===== src/rtl/uop_group_decoder.sv =====
module uop_group_decoder #(
  parameter int DEPTH          = 8,
  parameter int UW             = 5,
  parameter int LW             = 4,
  parameter int D0_MAX_UOPS    = 4,
  parameter int SIDE_MAX_LEN   = 7,
  parameter int CYCLE_MAX_UOPS = 6
) (
  input  logic          clk,
  input  logic          rst_n,
  input  logic          in_valid,
  input  logic [UW-1:0] in_uops,
  input  logic [LW-1:0] in_len,
  output logic          in_ready,
  output logic [1:0]    grp_count,
  output logic [2:0]    grp_mask,
  output logic [UW-1:0] grp_uops
);
  localparam int AW = $clog2(DEPTH);
  localparam int CW = AW + 1;
  localparam logic [UW-1:0] D0_LIM  = UW'(D0_MAX_UOPS);
  localparam logic [UW-1:0] CYC_LIM = UW'(CYCLE_MAX_UOPS);
  localparam logic [LW-1:0] LEN_LIM = LW'(SIDE_MAX_LEN);
  localparam logic [UW-1:0] ONE     = UW'(1);

  logic [UW-1:0] q_uops [DEPTH];
  logic [LW-1:0] q_len  [DEPTH];
  logic [AW-1:0] rd_ptr, wr_ptr;
  logic [CW-1:0] occ;
  logic          mc_busy;
  logic [UW-1:0] mc_rem;

  wire [AW-1:0] p1 = rd_ptr + AW'(1);
  wire [AW-1:0] p2 = rd_ptr + AW'(2);

  wire [UW-1:0] u0 = q_uops[rd_ptr];
  wire [UW-1:0] u1 = q_uops[p1];
  wire [UW-1:0] u2 = q_uops[p2];
  wire [LW-1:0] l1 = q_len[p1];
  wire [LW-1:0] l2 = q_len[p2];

  wire have0 = occ != '0;
  wire have1 = occ > CW'(1);
  wire have2 = occ > CW'(2);

  wire          big   = have0 && (mc_busy || u0 > D0_LIM);
  wire [UW-1:0] rem   = mc_busy ? mc_rem : u0;
  wire          last  = rem <= CYC_LIM;
  wire          ok1   = (u1 == ONE) && (l1 <= LEN_LIM);
  wire          ok2   = (u2 == ONE) && (l2 <= LEN_LIM);
  wire          take1 = have0 && !big && have1 && ok1;
  wire          take2 = take1 && have2 && ok2;
  wire          push  = in_valid && in_ready;

  logic [1:0]    cnt;
  logic [UW-1:0] uops_out;

  always_comb begin
    cnt      = 2'd0;
    uops_out = '0;
    if (big) begin
      cnt      = last ? 2'd1 : 2'd0;
      uops_out = last ? rem : CYC_LIM;
    end else if (have0) begin
      cnt      = 2'd1 + {1'b0, take1} + {1'b0, take2};
      uops_out = u0 + UW'(take1) + UW'(take2);
    end
  end

  assign in_ready  = occ != CW'(DEPTH);
  assign grp_count = cnt;
  assign grp_mask  = {take2, take1, have0};
  assign grp_uops  = uops_out;

  always_ff @(posedge clk) begin
    if (push) begin
      q_uops[wr_ptr] <= in_uops;
      q_len[wr_ptr]  <= in_len;
    end
  end

  always_ff @(posedge clk or negedge rst_n) begin
    if (!rst_n) begin
      rd_ptr  <= '0;
      wr_ptr  <= '0;
      occ     <= '0;
      mc_busy <= 1'b0;
      mc_rem  <= '0;
    end else begin
      rd_ptr <= rd_ptr + AW'(cnt);
      if (push) wr_ptr <= wr_ptr + AW'(1);
      occ <= occ + CW'(push) - CW'(cnt);
      if (big && !last) begin
        mc_busy <= 1'b1;
        mc_rem  <= rem - CYC_LIM;
      end else if (big) begin
        mc_busy <= 1'b0;
      end
    end
  end
endmodule


===== config.mk =====
export PLATFORM = sky130hd
export DESIGN_NAME = uop_group_decoder
export DESIGN_NICKNAME = d
export VERILOG_FILES = /design/src/rtl/uop_group_decoder.sv
export SDC_FILE = /design/constraint.sdc
export NUM_CORES = 1
export LEC_CHECK = 0
export BUFFER_PORTS_ARGS = -buffer_cell sky130_fd_sc_hd__buf_2
export CORE_MARGIN = 10
export CORE_UTILIZATION = 53
export DETAILED_ROUTE_END_ITERATION = 16
export GPL_TIMING_DRIVEN = 0
export MAX_ROUTING_LAYER = met4
export PLACE_DENSITY = 0.73
export SYNTH_ARGS = -nofsm -noshare
export SYNTH_HDL_FRONTEND = slang
export SYNTH_SLANG_ARGS = --single-unit

===== constraint.sdc =====
create_clock -name clk -period 3.28 [get_ports clk]
set_input_delay 0.164 -clock clk [delete_from_list [all_inputs] [get_ports clk]]
set_output_delay 0.164 -clock clk [all_outputs]
set_load 0.03 [all_outputs]

---- Word-level counts from Yosys, hierarchy flattened ----
Memories as Yosys holds them, arrays and structs flattened.
Index checks and enable logic that the tools add are counted.
cells by class
  $add $sub $neg .......................... 11
  order comparisons ....................... 6
  eq/ne operators ......................... 3
  muxes and demuxes ....................... 11
  reduce and logical (&&, ||, !) cells .... 15
operators by type and width
  cell                                                                    count
  5-bit 2-to-1 mux                                                        4
  5-bit by 1-bit adder with 5-bit output                                  2
  5-bit by 1-bit equality test with 1-bit output (second input constant)  2
  1-bit logical AND                                                       10
  4-bit by 3-bit <= comparator with 1-bit output (second input constant)  2
  3-bit by 1-bit adder with 3-bit output (second input constant)          2
  5-bit by 3-bit > comparator with 1-bit output (second input constant)   1
  5-bit by 3-bit <= comparator with 1-bit output (second input constant)  1
  1-bit 2-to-1 mux                                                        5
  5-bit by 3-bit subtractor with 5-bit output (second input constant)     1
  4-bit by 1-bit adder with 4-bit output                                  1
  4-bit by 1-bit > comparator with 1-bit output (second input constant)   1
  4-bit by 2-bit > comparator with 1-bit output (second input constant)   1
  2-bit 2-to-1 mux                                                        2
  4-bit != test (second input constant)                                   1
  4-bit nonzero test                                                      1
  4-bit by 2-bit subtractor with 4-bit output                             1
  3-bit by 2-bit adder with 3-bit output                                  1
  3-bit by 2-bit adder with 3-bit output (second input constant)          1
  1-bit by 1-bit adder with 2-bit output (first input constant)           1
  2-bit by 1-bit adder with 2-bit output                                  1
  1-bit zero test                                                         2
  2-bit nonzero test                                                      1
  1-bit logical OR                                                        1
word-level totals
  register bits after elaboration ......... 16
  memory bits (writable) .................. 72
  output and inout port bits .............. 11
  word-level logic and storage cells ...... 53
  memories kept ........................... 2
memories
  memory  depth  width  read ports  clocked after memory_dff  write ports  line  text
  q_uops  8      5      3           0                         1            26    logic [UW-1:0] q_uops [DEPTH];
  q_len   8      4      2           0                         1            27    logic [LW-1:0] q_len [DEPTH];

---- Longest topological paths before layout ----
Gate-level depths: netlist of run 1.
An unclocked memory read counts as a cell.
  depth in word-level cells ............... 14
  gate-level depth with buffers ........... 15
  gate-level depth less buffers ........... 14

---- Worst setup path before layout of run 1 ----
Ideal clock, no wire load.
  path kind ............................... register to register
  start ................................... register rd_ptr[0]
  end ..................................... register occ[2]
  setup time .............................. 0.123 ns
  data arrival time ....................... 3.517 ns
  required time ........................... 3.157 ns
  setup slack ............................. -0.359 ns
  stages on the path, launching flop included .. 16
  period minus slack after synthesis ...... 3.639 ns
  cell sequence ........................... dfrtp_1 buf_6 mux2_2 mux4_2 mux2i_4 inv_1 ha_1 o31ai_4 and2_1 o221a_2 ha_1 inv_1 ha_1 inv_1 fa_1 xnor2_1
on the way
  word-level cells in the longest chain between the ends .. 14
  elaborated cells between the ends (all ways) .. 27
  classes of those cells .................. add/sub: 5; order compare: 4; eq/ne: 2; mux: 4; reduce/logical: 10; memory: 2
ends and longest elaborated chain
  element                                                         line  text
  start, declared                                                 28    logic [AW-1:0] rd_ptr, wr_ptr;
  start signal, assigned                                          90    rd_ptr <= rd_ptr + AW'(cnt);
  branches (longest 12 deep; another with memory read 8 x 4 bit)  --
  2-bit 2-to-1 mux (*)                                            61    if (big) begin
  via grp_count[0]                                                15    output logic [1:0] grp_count,
  4-bit by 2-bit subtractor with 4-bit output (*)                 92    occ <= occ + CW'(push) - CW'(cnt);
  end signal, assigned                                            92
  end, declared                                                   29    logic [CW-1:0] occ;
Mark *: on every way through the listed nets, which the timed path passes.
A chain may end at the register's enable or synchronous reset.

---- Worst setup path in the final report of run 1 ----
  start ................................... register rd_ptr[0]
  end ..................................... output grp_uops[0]
on the way
  word-level cells in the longest chain between the ends .. 13
  elaborated cells between the ends (all ways) .. 26
  classes of those cells .................. add/sub: 4; order compare: 4; eq/ne: 2; mux: 4; reduce/logical: 10; memory: 2
ends and longest elaborated chain
  element                                                                          line  text
  branches (longest 12 deep; another with 5-bit by 1-bit adder with 5-bit output)  --
  5-bit 2-to-1 mux (*)                                                             61
  end, declared                                                                    17    output logic [UW-1:0] grp_uops
Mark *: on every way between the ends.

==> metrics.yaml, run 1 <==
synth_cell_types: 47
critPathMaxFanout: 8
skew_ns: 0.0108
rsz0062_at_grt: "true"
worstMarginPinSlew_ns: 1.15
finalNetCount: 328
holdPathEnd: "q_uops[2][2]$_DFFE_PP_"
drive_gt1_share_pct: 38.6
cpMostUsedCell: "buf_6"
p_per_area_mw_per_mm2: 1050
setup_viol: 8
die_y_microns: 99.5
maxCapViolCount: 0
start_util_pct: 55.6
grt_pass1_vias: 2234
fin_area_sq_mm: 0.00409
post_dp_cell_area_sq_mm: 0.00363
synth-edff-count: 48
final_core_util_pct: 67.9
synth-main-ff-cell: "edfxtp_1"
finalHoldViolations: 0
antenna_found_initial: 0
core_area_sq_mm: 0.00603
max-vdd-ir-drop_mv: 0.827
reg2reg_slack_ns: -0.31
synth_seq_cells: 64
finalCriticalPeriod_ns: 3.65
grt_max_degree: 17
synth_area_per_cell_sq_um: 13.4
worstSetupStartpointType: "register"
cts.path.max_buffers: 2
async_flop_share_pct: 25.0
crit_chain: "buf_6 > buf_12 > mux2_4 > a222oi_1 > nand3_1 > nor2_4 > nand3_2 > fa_2 > or3_4 > a21oi_4 > buf_6"
clock_tree.root_cell: "clkbuf_8"
critPathArrivalTime_ns: 3.49
slowest_stage: "a222oi_1"
finalSetupTns_ns: -2.03
htree_levels: 3
io_pins: 23
hold-path-cell-count: 1
crit_path_end_kind: "output port"
num_rows: 28
antenna-diode-count: 0
clk_latency_ns: 0.34
r2r_cells: 15
fmax_ghz: 0.274
die_w_microns: 99.5
cts_sinks: 64
slew_headroom_pct: 22.9
dp_hpwl_microns: 5180
yosysWarnings: 0
first_pass_iters: 5
yosys.area.top_type: "edfxtp_1"
viasPerCell: 5.82
worstHoldPathType: "primary input to register"
violations: "setup timing"
synth.cell_area_sq_mm: 0.00335
reg2reg_to: "occ[1]$_DFF_PN0_"
cp.required_ns: 3.12
via_count: 2218
synth.top_cells.by_area: "edfxtp_1 43%, dfrtp_1 12%, mux4_2 5.4%, mux2_2 5.0%, ha_1 4.5%"
dieArea_sq_mm: 0.00991
grt_pass1_wl_microns: 11500
status: "finished, violations left"
detail-route-antenna-nets: 0
synth_top_area_share_pct: 43.0
wl_microns: 7260
slew_violations: 0
critPathBufInv: 3
p_leak_uw: 0.00161
worstSetupPathDepth: 11
critPathKind: "register to output port"
slowest_delay_ns: 0.56
cts-buffers-inserted: 9
hold_path_startpoint: "in_uops[2]"
wire_per_inst_microns: 19.0
yosysSeqAreaShare_pct: 54.9
finalCritPeriodShare_pct: 111
overflow: 0
gr-usage-all-layers_pct: 15.6
syn2layout_area_growth_pct: 22.1
dp_cells: 344
path_clk_slew_ns: 0.07
total_power_uw: 4310
post-route-worst-setup-slack_ns: -0.374
synth_cells: 251
cts_tree: "built"
path_delay_family: "simple AND/OR/NAND/NOR gates"
fin_cells: 381
r2r_start: "rd_ptr[0]$_DFF_PN0_"
gp_congestion: 0.966
detail_route.iter0.violations: 194
io_buffers: 17
drc: 0
## layer usage
metal / vias up / wire length (microns) / global-route usage [%] / share of wire, %
met3: 22 / 505 / 4.29 / 7.0
met2: 79 / 3430 / 23.5 / 47
met5: - / 0 / - / 0
met1: 1089 / 3140 / 19.3 / 43
met4: 0 / 178 / 6.17 / 2.5
li1: 1028 / - / - / -
## layout by cell type, fill, tap and decap left out, types with 4 or more instances in the layout
cell type	count
nor3_1	7
mux4_2	8
mux2_4	5
clkbuf_8	9
inv_1	15
edfxtp_1	48
nand3_1	9
inv_2	6
buf_4	23
buf_2	14
or4_1	4
dfrtp_1	16
xnor2_1	5
nand2_1	9
nor2b_1	4
nor2_1	19
buf_6	7
ha_1	8
mux2_2	10
ha_4	4
mux2i_1	13
## state kept, by name, summed over array words and instances, names as in the netlist
name	count
q_uops	40
q_len	8
mc_rem	5
occ	4
rd_ptr	3
wr_ptr	3
mc_busy	1
## synthesized netlist by cell type (7+ instances only)
master    instances
edfxtp_1         48
inv_1            20
nor2_1           20
dfrtp_1          16
mux2_2           15
mux2i_1          13
ha_1             12
nand2_1          10
nand3_1          10
mux4_2            8
nor3_1            8
xnor2_1           7
## how the worst max path moves through the flow
stage | from | end
6_report | rd_ptr[0]$_DFF_PN0_ | grp_uops[0]
5_1_grt | rd_ptr[0]$_DFF_PN0_ | grp_uops[2]
4_1_cts | rd_ptr[0]$_DFF_PN0_ | grp_uops[0]
3_5_place_dp | rd_ptr[0]$_DFF_PN0_ | occ[1]$_DFF_PN0_
3_3_place_gp | rd_ptr[0]$_DFF_PN0_ | occ[1]$_DFF_PN0_
2_1_floorplan | rd_ptr[0]$_DFF_PN0_ | occ[1]$_DFF_PN0_
## metrics by stage
stage / hold WS [ns] / worst slack [ns]
after floorplan: -0.132 / -0.172
after global placement: 0.106 / -0.414
after CTS: 0.102 / -0.216
after global routing: 0.106 / -0.545
after detailed placement: 0.104 / -0.453
final: 0.110 / -0.374
## logic make-up (layout without fill, tap and decap cells)
| family | after synthesis | in the layout | share of synthesized area (%) |
|---|---|---|---|
| other | 1 | 2 | 0.112 |
| multiplexers | 38 | 38 | 15.4 |
| buffers and inverters | 31 | 85 | 4.63 |
| flip-flops | 64 | 64 | 54.9 |
| AND/OR/NAND/NOR | 67 | 67 | 10.1 |
| XOR/XNOR | 8 | 8 | 2.09 |
| adder cells (fa/ha/maj) | 15 | 15 | 6.27 |
| AO/OA/AOI/OAI | 27 | 27 | 6.46 |
## repair_timing
item,in CTS,in global routing
resized for setup,25,9
hold buffers,1,0
endpoints found under the setup margin,9,9
setup buffers,17,4
hold endpoints to repair,16,0
pin swaps,17,7
## report_power, final
group	internal [uW]	switching (uW)
logic	1210	1230
clock network	347	305
registers	1090	129
total	2650	1670
## cell type report
type | count | area [sq um]
Inverter | 21 | 78.8
Clock inverter | 6 | 60.1
Fill cell | 464 | 1930
Clock buffer | 10 | 128
Timing Repair Buffer | 38 | 278
Buffer | 10 | 82.6
Tap cell | 75 | 93.8
Sequential cell | 64 | 1840
Multi-Input combinational cell | 157 | 1530
(Power assumes the default switching activity.)
==> run 2, diff against run 1 <==
--- a/config.mk
+++ b/config.mk
@@ -11,7 +11,7 @@
 export DETAILED_ROUTE_END_ITERATION = 16
 export GPL_TIMING_DRIVEN = 0
 export MAX_ROUTING_LAYER = met4
-export PLACE_DENSITY = 0.73
+export PLACE_DENSITY = 0.79
 export SYNTH_ARGS = -nofsm -noshare
 export SYNTH_HDL_FRONTEND = slang
 export SYNTH_SLANG_ARGS = --single-unit
==> metrics.yaml, run 2 (synthesis gave the netlist of run 1 again) <==
critPathArrivalTime_ns: 3.80  # +0.31 ns
slowest_stage: "fa_2"
p_sw_share_pct: 39.2  # +0.56 points
dp_slack_ns: -0.512  # -0.0587 ns
post-route-worst-setup-slack_ns: -0.277  # +0.0975 ns
crit_path_end_kind: "register"
critPathMaxFanout: 4  # -4
syn2layout_area_growth_pct: 25.1
reg2reg_slack_ns: -0.28  # +0.03 ns
maxCapViolCount: 0  # unchanged
violations: "setup timing"
num_rows: 28  # unchanged
overflow: 0  # unchanged
htree_levels: 3  # unchanged
finalCriticalPeriod_ns: 3.56  # -0.0975 ns
cts_sinks: 64  # unchanged
p_int_uw: 2700  # +1.9%
clkPwrFrac_pct: 14.5  # -0.6 points
die_w_microns: 99.5  # unchanged
cp.required_ns: 3.52  # +0.40 ns
gr-max-usage-layer: "met2"
max-vdd-ir-drop_mv: 0.959  # +16%
crit_chain: "buf_8 > buf_6 > buf_6 > mux2_4 > mux4_2 > mux2i_4 > inv_2 > ha_4 > o31ai_4 > and2_4 > o221a_4 > ha_4 > inv_2 > ha_4 > inv_2 > fa_2 > inv_2"
hold-path-cell-count: 3  # +2
antenna-diode-count: 0  # unchanged
dp_hpwl_microns: 5100  # -1.6%
critPathKind: "register to register"
final_common_cell: "edfxtp_1"
finalCritPeriodShare_pct: 108  # -3.0 points
clock_tree.root_cell: "clkbuf_8"
gr-usage-all-layers_pct: 15.6  # about the same
fmax_ghz: 0.281  # +2.7%
grt_pass1_wl_microns: 11700  # +1.4%
critPathBufInv: 7  # +4
power_frac_comb_pct: 57.9  # +1.3 points
cpMostUsedCell: "inv_2"
regMostFlops: "q_uops"
core_area_sq_mm: 0.00603  # unchanged
wire_per_inst_microns: 19.1  # +0.17%
p_per_area_mw_per_mm2: 1060  # +0.39%
slew_violations: 0  # unchanged
gr-usage-met2_pct: 25.6  # +2.1 points
via_count: 2257  # +1.8%
largest_register_ffs: 40  # unchanged
grt_max_degree: 17  # unchanged
viasPerCell: 5.85  # +0.44%
cts.path.max_buffers: 2  # unchanged
top_regs: "q_uops: 40 flops, q_len: 8 flops, mc_rem: 5 flops"
p_seq_share_pct: 27.6  # -0.7 points
dp_cells: 344  # unchanged
reg2reg_to: "occ[1]$_DFF_PN0_"
finalSetupTns_ns: -1.23  # +0.800 ns
die_y_microns: 99.5  # unchanged
antenna_found_initial: 0  # unchanged
final_core_util_pct: 69.6  # +1.7 points
skew_ns: 0.00886  # -0.00194 ns
grt_util_met3_pct: 4.15  # -0.14 points
worstMarginPinSlew_ns: 0.981  # -0.167 ns
grt_pass1_vias: 2275  # +1.8%
setup_viol: 7  # -1
io_buffers: 17  # unchanged
path_delay_family: "adder cells"
gp_congestion: 0.887  # -8.2%
drc: 0  # unchanged
rsz0062_at_grt: "true"
detail-route-antenna-nets: 0  # unchanged
clk_latency_ns: 0.35  # about the same
finalNetCount: 333  # +1.5%
slowest_delay_ns: 0.53  # -0.03 ns
status: "finished, violations left"
final_cell_mix: "48 x edfxtp_1, 27 x buf_4, 19 x nor2_1"
detail_route.iter0.violations: 206  # +6.2%
slew_headroom_pct: 34.1  # +11 points
finalHoldViolations: 0  # unchanged
r2r_start: "rd_ptr[0]$_DFF_PN0_"
path_clk_slew_ns: 0.07  # about the same
r2r_cells: 17  # +2
cts-buffers-inserted: 9  # unchanged
p_leak_uw: 0.00164  # +1.8%
worstHoldPathType: "primary input to register"
hold_path_startpoint: "in_valid"
worstSetupStartpointType: "register"
grt_use_met1_pct: 17.1  # -2.2 points
total_power_uw: 4440  # +2.9%
cts_tree: "built"
drive_gt1_share_pct: 42.8  # +4.2 points
wl_microns: 7360  # +1.5%
holdPathEnd: "wr_ptr[2]$_DFFE_PN0P_"
p_switching_uw: 1740  # +4.4%
io_pins: 23  # unchanged
fin_cells: 386  # +1.3%
start_util_pct: 55.6  # unchanged
first_pass_iters: 4  # -1
dieArea_sq_mm: 0.00991  # unchanged
[run 2: cell count changes in the layout (fill, tap and decap cells not counted), moves of 2 or more]
cell / change
buf_4: +4
ha_1: -2
clkinv_2: +2
inv_2: +2
inv_1: -2
[run 2: final cells by class]
cell class | count | area, sq um
clock inverter | 7 | 62.6
sequential | 64 | 1840
inverter | 21 | 78.8
fill | 412 | 1830
buffer | 10 | 86.3
timing repair buffer | 43 | 313
clock buffer | 9 | 124
multi-input combinational | 157 | 1590
tap | 75 | 93.8
[run 2: power groups by stage]
stage / Combinational [uW] / Sequential, uW / Clock (uW)
5_1_grt: 2780 / 1250 / 684
3_5_place_dp: 2010 / 1240 / 0
2_1_floorplan: 1620 / 1200 / 0
3_3_place_gp: 1950 / 1230 / 0
6_report: 2570 / 1230 / 643
4_1_cts: 2410 / 1220 / 651
[run 2: repair_timing]
action | CTS | global route
endpoints found under the setup margin | 11 | 8
hold buffers | 1 | 0
buffers inserted | 21 | 4
endpoints found under the hold margin | 16 | 0
pin swaps | 16 | 10
gates resized for setup | 33 | 11
[run 2: metal layers]
metal  vias up  part of all wire [%]
met2        67                    52
met3        18                   5.6
met4         0                   2.6
met5         -                     0
li1       1034                     -
met1      1138                    40
[run 2: metrics by stage]
| step | instance area [sq um] | hold WS, ns |
|---|---|---|
| floorplan | 3450 | -0.132 |
| global placement | 3630 | 0.0961 |
| detailed placement | 3630 | 0.101 |
| CTS | 4120 | 0.0922 |
| global route | 4190 | 0.107 |
| finish | 4190 | 0.102 |
[run 2: worst max path at each step]
stage / end / depth (start not counted) / start
after floorplan: occ[1]$_DFF_PN0_ / 15 / rd_ptr[0]$_DFF_PN0_
after global placement: occ[1]$_DFF_PN0_ / 14 / rd_ptr[0]$_DFF_PN0_
after detailed placement: occ[1]$_DFF_PN0_ / 14 / rd_ptr[0]$_DFF_PN0_
final: occ[1]$_DFF_PN0_ / 17 / rd_ptr[0]$_DFF_PN0_
after global routing: occ[1]$_DFF_PN0_ / 17 / rd_ptr[0]$_DFF_PN0_
after CTS: occ[1]$_DFF_PN0_ / 16 / rd_ptr[0]$_DFF_PN0_
[run 2: worst min-delay path, delay by kind of cell]
kind / cells / cell delay, ns
buffers and inverters: 1 / 0.11
and+or+nand+nor: 1 / 0.08
xor gates and xnor gates: 1 / 0.06
==> run 3, diff against run 2 <==
--- a/config.mk
+++ b/config.mk
@@ -6,12 +6,14 @@
 export NUM_CORES = 1
 export LEC_CHECK = 0
 export BUFFER_PORTS_ARGS = -buffer_cell sky130_fd_sc_hd__buf_2
+export CORE_ASPECT_RATIO = 1.75
 export CORE_MARGIN = 10
-export CORE_UTILIZATION = 53
+export CORE_UTILIZATION = 45
 export DETAILED_ROUTE_END_ITERATION = 16
 export GPL_TIMING_DRIVEN = 0
 export MAX_ROUTING_LAYER = met4
-export PLACE_DENSITY = 0.79
+export PLACE_DENSITY = 0.7
+export RECOVER_POWER = 25
 export SYNTH_ARGS = -nofsm -noshare
 export SYNTH_HDL_FRONTEND = slang
 export SYNTH_SLANG_ARGS = --single-unit
==> metrics.yaml, run 3 (synthesis gave the netlist of run 1 again) <==
p_per_area_mw_per_mm2: 1120  # +6.3%
grt_max_degree: 17  # unchanged
max-vdd-ir-drop_mv: 0.435  # -55%
cp.required_ns: 3.12  # -0.40 ns
crit_start: "rd_ptr[0]$_DFF_PN0_"
worstHoldPathType: "primary input to register"
finalSetupTns_ns: -1.33  # -0.102 ns
reg2reg_slack_ns: -0.20  # +0.08 ns
fmax_ghz: 0.284  # +0.84%
antenna-diode-count: 0  # unchanged
first_pass_iters: 4  # unchanged
critPathKind: "register to output port"
reg2reg_to: "occ[1]$_DFF_PN0_"
cts_tree: "built"
finalNetCount: 343  # +3.0%
overflow: 0  # unchanged
worstSetupPathDepth: 14  # -3
rsz0062_at_grt: "true"
path_delay_family: "adder cells"
skew_ns: 0.00535  # -0.00351 ns
core_area_sq_mm: 0.00723  # +20%
slowest_stage: "dfrtp_2"
endpoint: "grp_uops[2]"
path_clk_slew_ns: 0.05  # -0.02 ns
fin_cells: 407  # +5.4%
setup_viol: 8  # +1
wl_microns: 7940  # +7.8%
dp_hpwl_microns: 5630  # +10%
maxCapViolCount: 0  # unchanged
drc: 0  # unchanged
regMostFlops: "q_uops"
gr-usage-all-layers_pct: 15.0  # -0.60 points
r2r_start: "rd_ptr[0]$_DFF_PN0_"
clock_tree.root_cell: "clkbuf_16"
syn2layout_area_growth_pct: 33.2
finalCritPeriodShare_pct: 108  # -0.90 points
worstMarginPinSlew_ns: 1.02  # +0.0388 ns
critPathMaxFanout: 5  # +1
grt_pass1_vias: 2430  # +6.8%
grt_pass1_wl_microns: 12700  # +8.6%
clk_latency_ns: 0.33  # -0.02 ns
antenna_found_initial: 0  # unchanged
finalCriticalPeriod_ns: 3.53  # -0.0297 ns
critPathArrivalTime_ns: 3.36  # -0.44 ns
via_count: 2254  # -0.13%
final_common_cell: "edfxtp_1"
gp_congestion: 0.807  # -8.9%
final_cell_mix: "48 x edfxtp_1, 32 x buf_4, 19 x nor2_1"
viasPerCell: 5.54  # -5.3%
critPathBufInv: 4  # -3
cpMostUsedCell: "buf_4"
cts_sinks: 64  # unchanged
num_rows: 41  # +46%
io_buffers: 17  # unchanged
p_leak_uw: 0.00176  # +7.5%
crit_path_end_kind: "output port"
detail-route-antenna-nets: 0  # unchanged
detail_route.iter0.violations: 150  # -27%
dp_slack_ns: -0.477  # +0.0341 ns
drive_gt1_share_pct: 43.0  # +0.23 points
io_pins: 23  # unchanged
status: "finished, violations left"
worstSetupStartpointType: "register"
slowest_delay_ns: 0.46  # -0.07 ns
largest_register_ffs: 40  # unchanged
dieArea_sq_mm: 0.0114  # +15%
start_util_pct: 46.3  # -9.3 points
slew_violations: 0  # unchanged
die_w_microns: 85.2  # -14%
die_y_microns: 134  # +35%
htree_levels: 3  # unchanged
slew_headroom_pct: 31.5  # -2.6 points
finalHoldViolations: 0  # unchanged
dp_cells: 355  # +3.2%
top_regs: "q_uops: 40 flops, q_len: 8 flops, mc_rem: 5 flops"
post-route-worst-setup-slack_ns: -0.247  # +0.0297 ns
crit_chain: "buf_4 > ha_2 > nor4b_4 > a311oi_1 > o32ai_2 > buf_4 > nand3_2 > fa_2 > inv_2 > ha_4 > xnor2_2 > o21ai_2 > a31oi_2 > buf_6"
wire_per_inst_microns: 19.5  # +2.3%
cts.path.max_buffers: 2  # unchanged
r2r_cells: 17  # unchanged
violations: "setup timing"
cts-buffers-inserted: 9  # unchanged
-- run 3: how the worst min path moves through the flow --
stage / from / slack [ns] / endpoint / depth (start not counted)
2_1_floorplan: rst_n / -0.13 / mc_busy$_DFFE_PN0P_ / 0
3_3_place_gp: rst_n / 0.11 / occ[2]$_DFF_PN0_ / 1
3_5_place_dp: rst_n / 0.12 / occ[3]$_DFF_PN0_ / 1
4_1_cts: in_uops[0] / 0.11 / q_uops[7][0]$_DFFE_PP_ / 1
5_1_grt: in_valid / 0.13 / wr_ptr[2]$_DFFE_PN0P_ / 3
6_report: in_valid / 0.12 / wr_ptr[2]$_DFFE_PN0P_ / 3
-- run 3: per-layer routing --
layer	share of wire, %	up-vias	GRT usage, %
met5	0	-	-
met4	2.5	0	8.27
met3	3.4	14	4.37
met2	61	50	27.9
met1	33	1135	12.7
li1	-	1055	-
-- run 3: metrics by stage --
stage	total power, uW	util [%]	hold slack (ns)	cell area (sq um)
floorplan	2820	-	-0.132	3450
global placement	3210	50.3	0.114	3640
detailed placement	3260	50.3	0.120	3640
CTS	4910	60.8	0.108	4400
global route	5320	61.7	0.134	4470
finish	5020	61.7	0.123	4470
-- run 3: worst reg2reg max path: stages (launching register included) --
cell and delay [ns]:
dfrtp_2 0.46, buf_12 0.16, buf_12 0.14, buf_6 0.11, mux2i_1 0.10, mux4_2 0.53
a31oi_4 0.24, nor2_4 0.08, buf_4 0.14, buf_6 0.10, buf_4 0.12, o221a_4 0.23
ha_4 0.21, inv_2 0.06, ha_4 0.12, inv_2 0.03, fa_2 0.50, inv_1 0.04
-- run 3: timing repair --
| action | in CTS | in global routing |
|---|---|---|
| buffers inserted | 27 | 8 |
| endpoints found under the hold margin | 16 | 0 |
| resized for setup | 50 | 11 |
| gates cloned | 1 | 0 |
| pin swaps | 19 | 13 |
| endpoints found under the setup margin | 10 | 9 |
| hold buffers | 1 | 0 |
-- run 3: layout make-up --
| type | instances | area [sq um] |
|---|---|---|
| fill | 545 | 2770 |
| sequential | 64 | 1840 |
| multi-input combinational | 157 | 1610 |
| timing repair buffer | 53 | 419 |
| clock buffer | 11 | 233 |
| tap | 86 | 108 |
| buffer | 10 | 91.3 |
| clock inverter | 5 | 81.3 |
| inverter | 21 | 81.3 |
-- run 3: power by group --
group	switching (uW)	internal (uW)	leakage, uW
combinational	1340	1450	0.000990
clock	333	665	0.000151
sequential	150	1090	0.000621
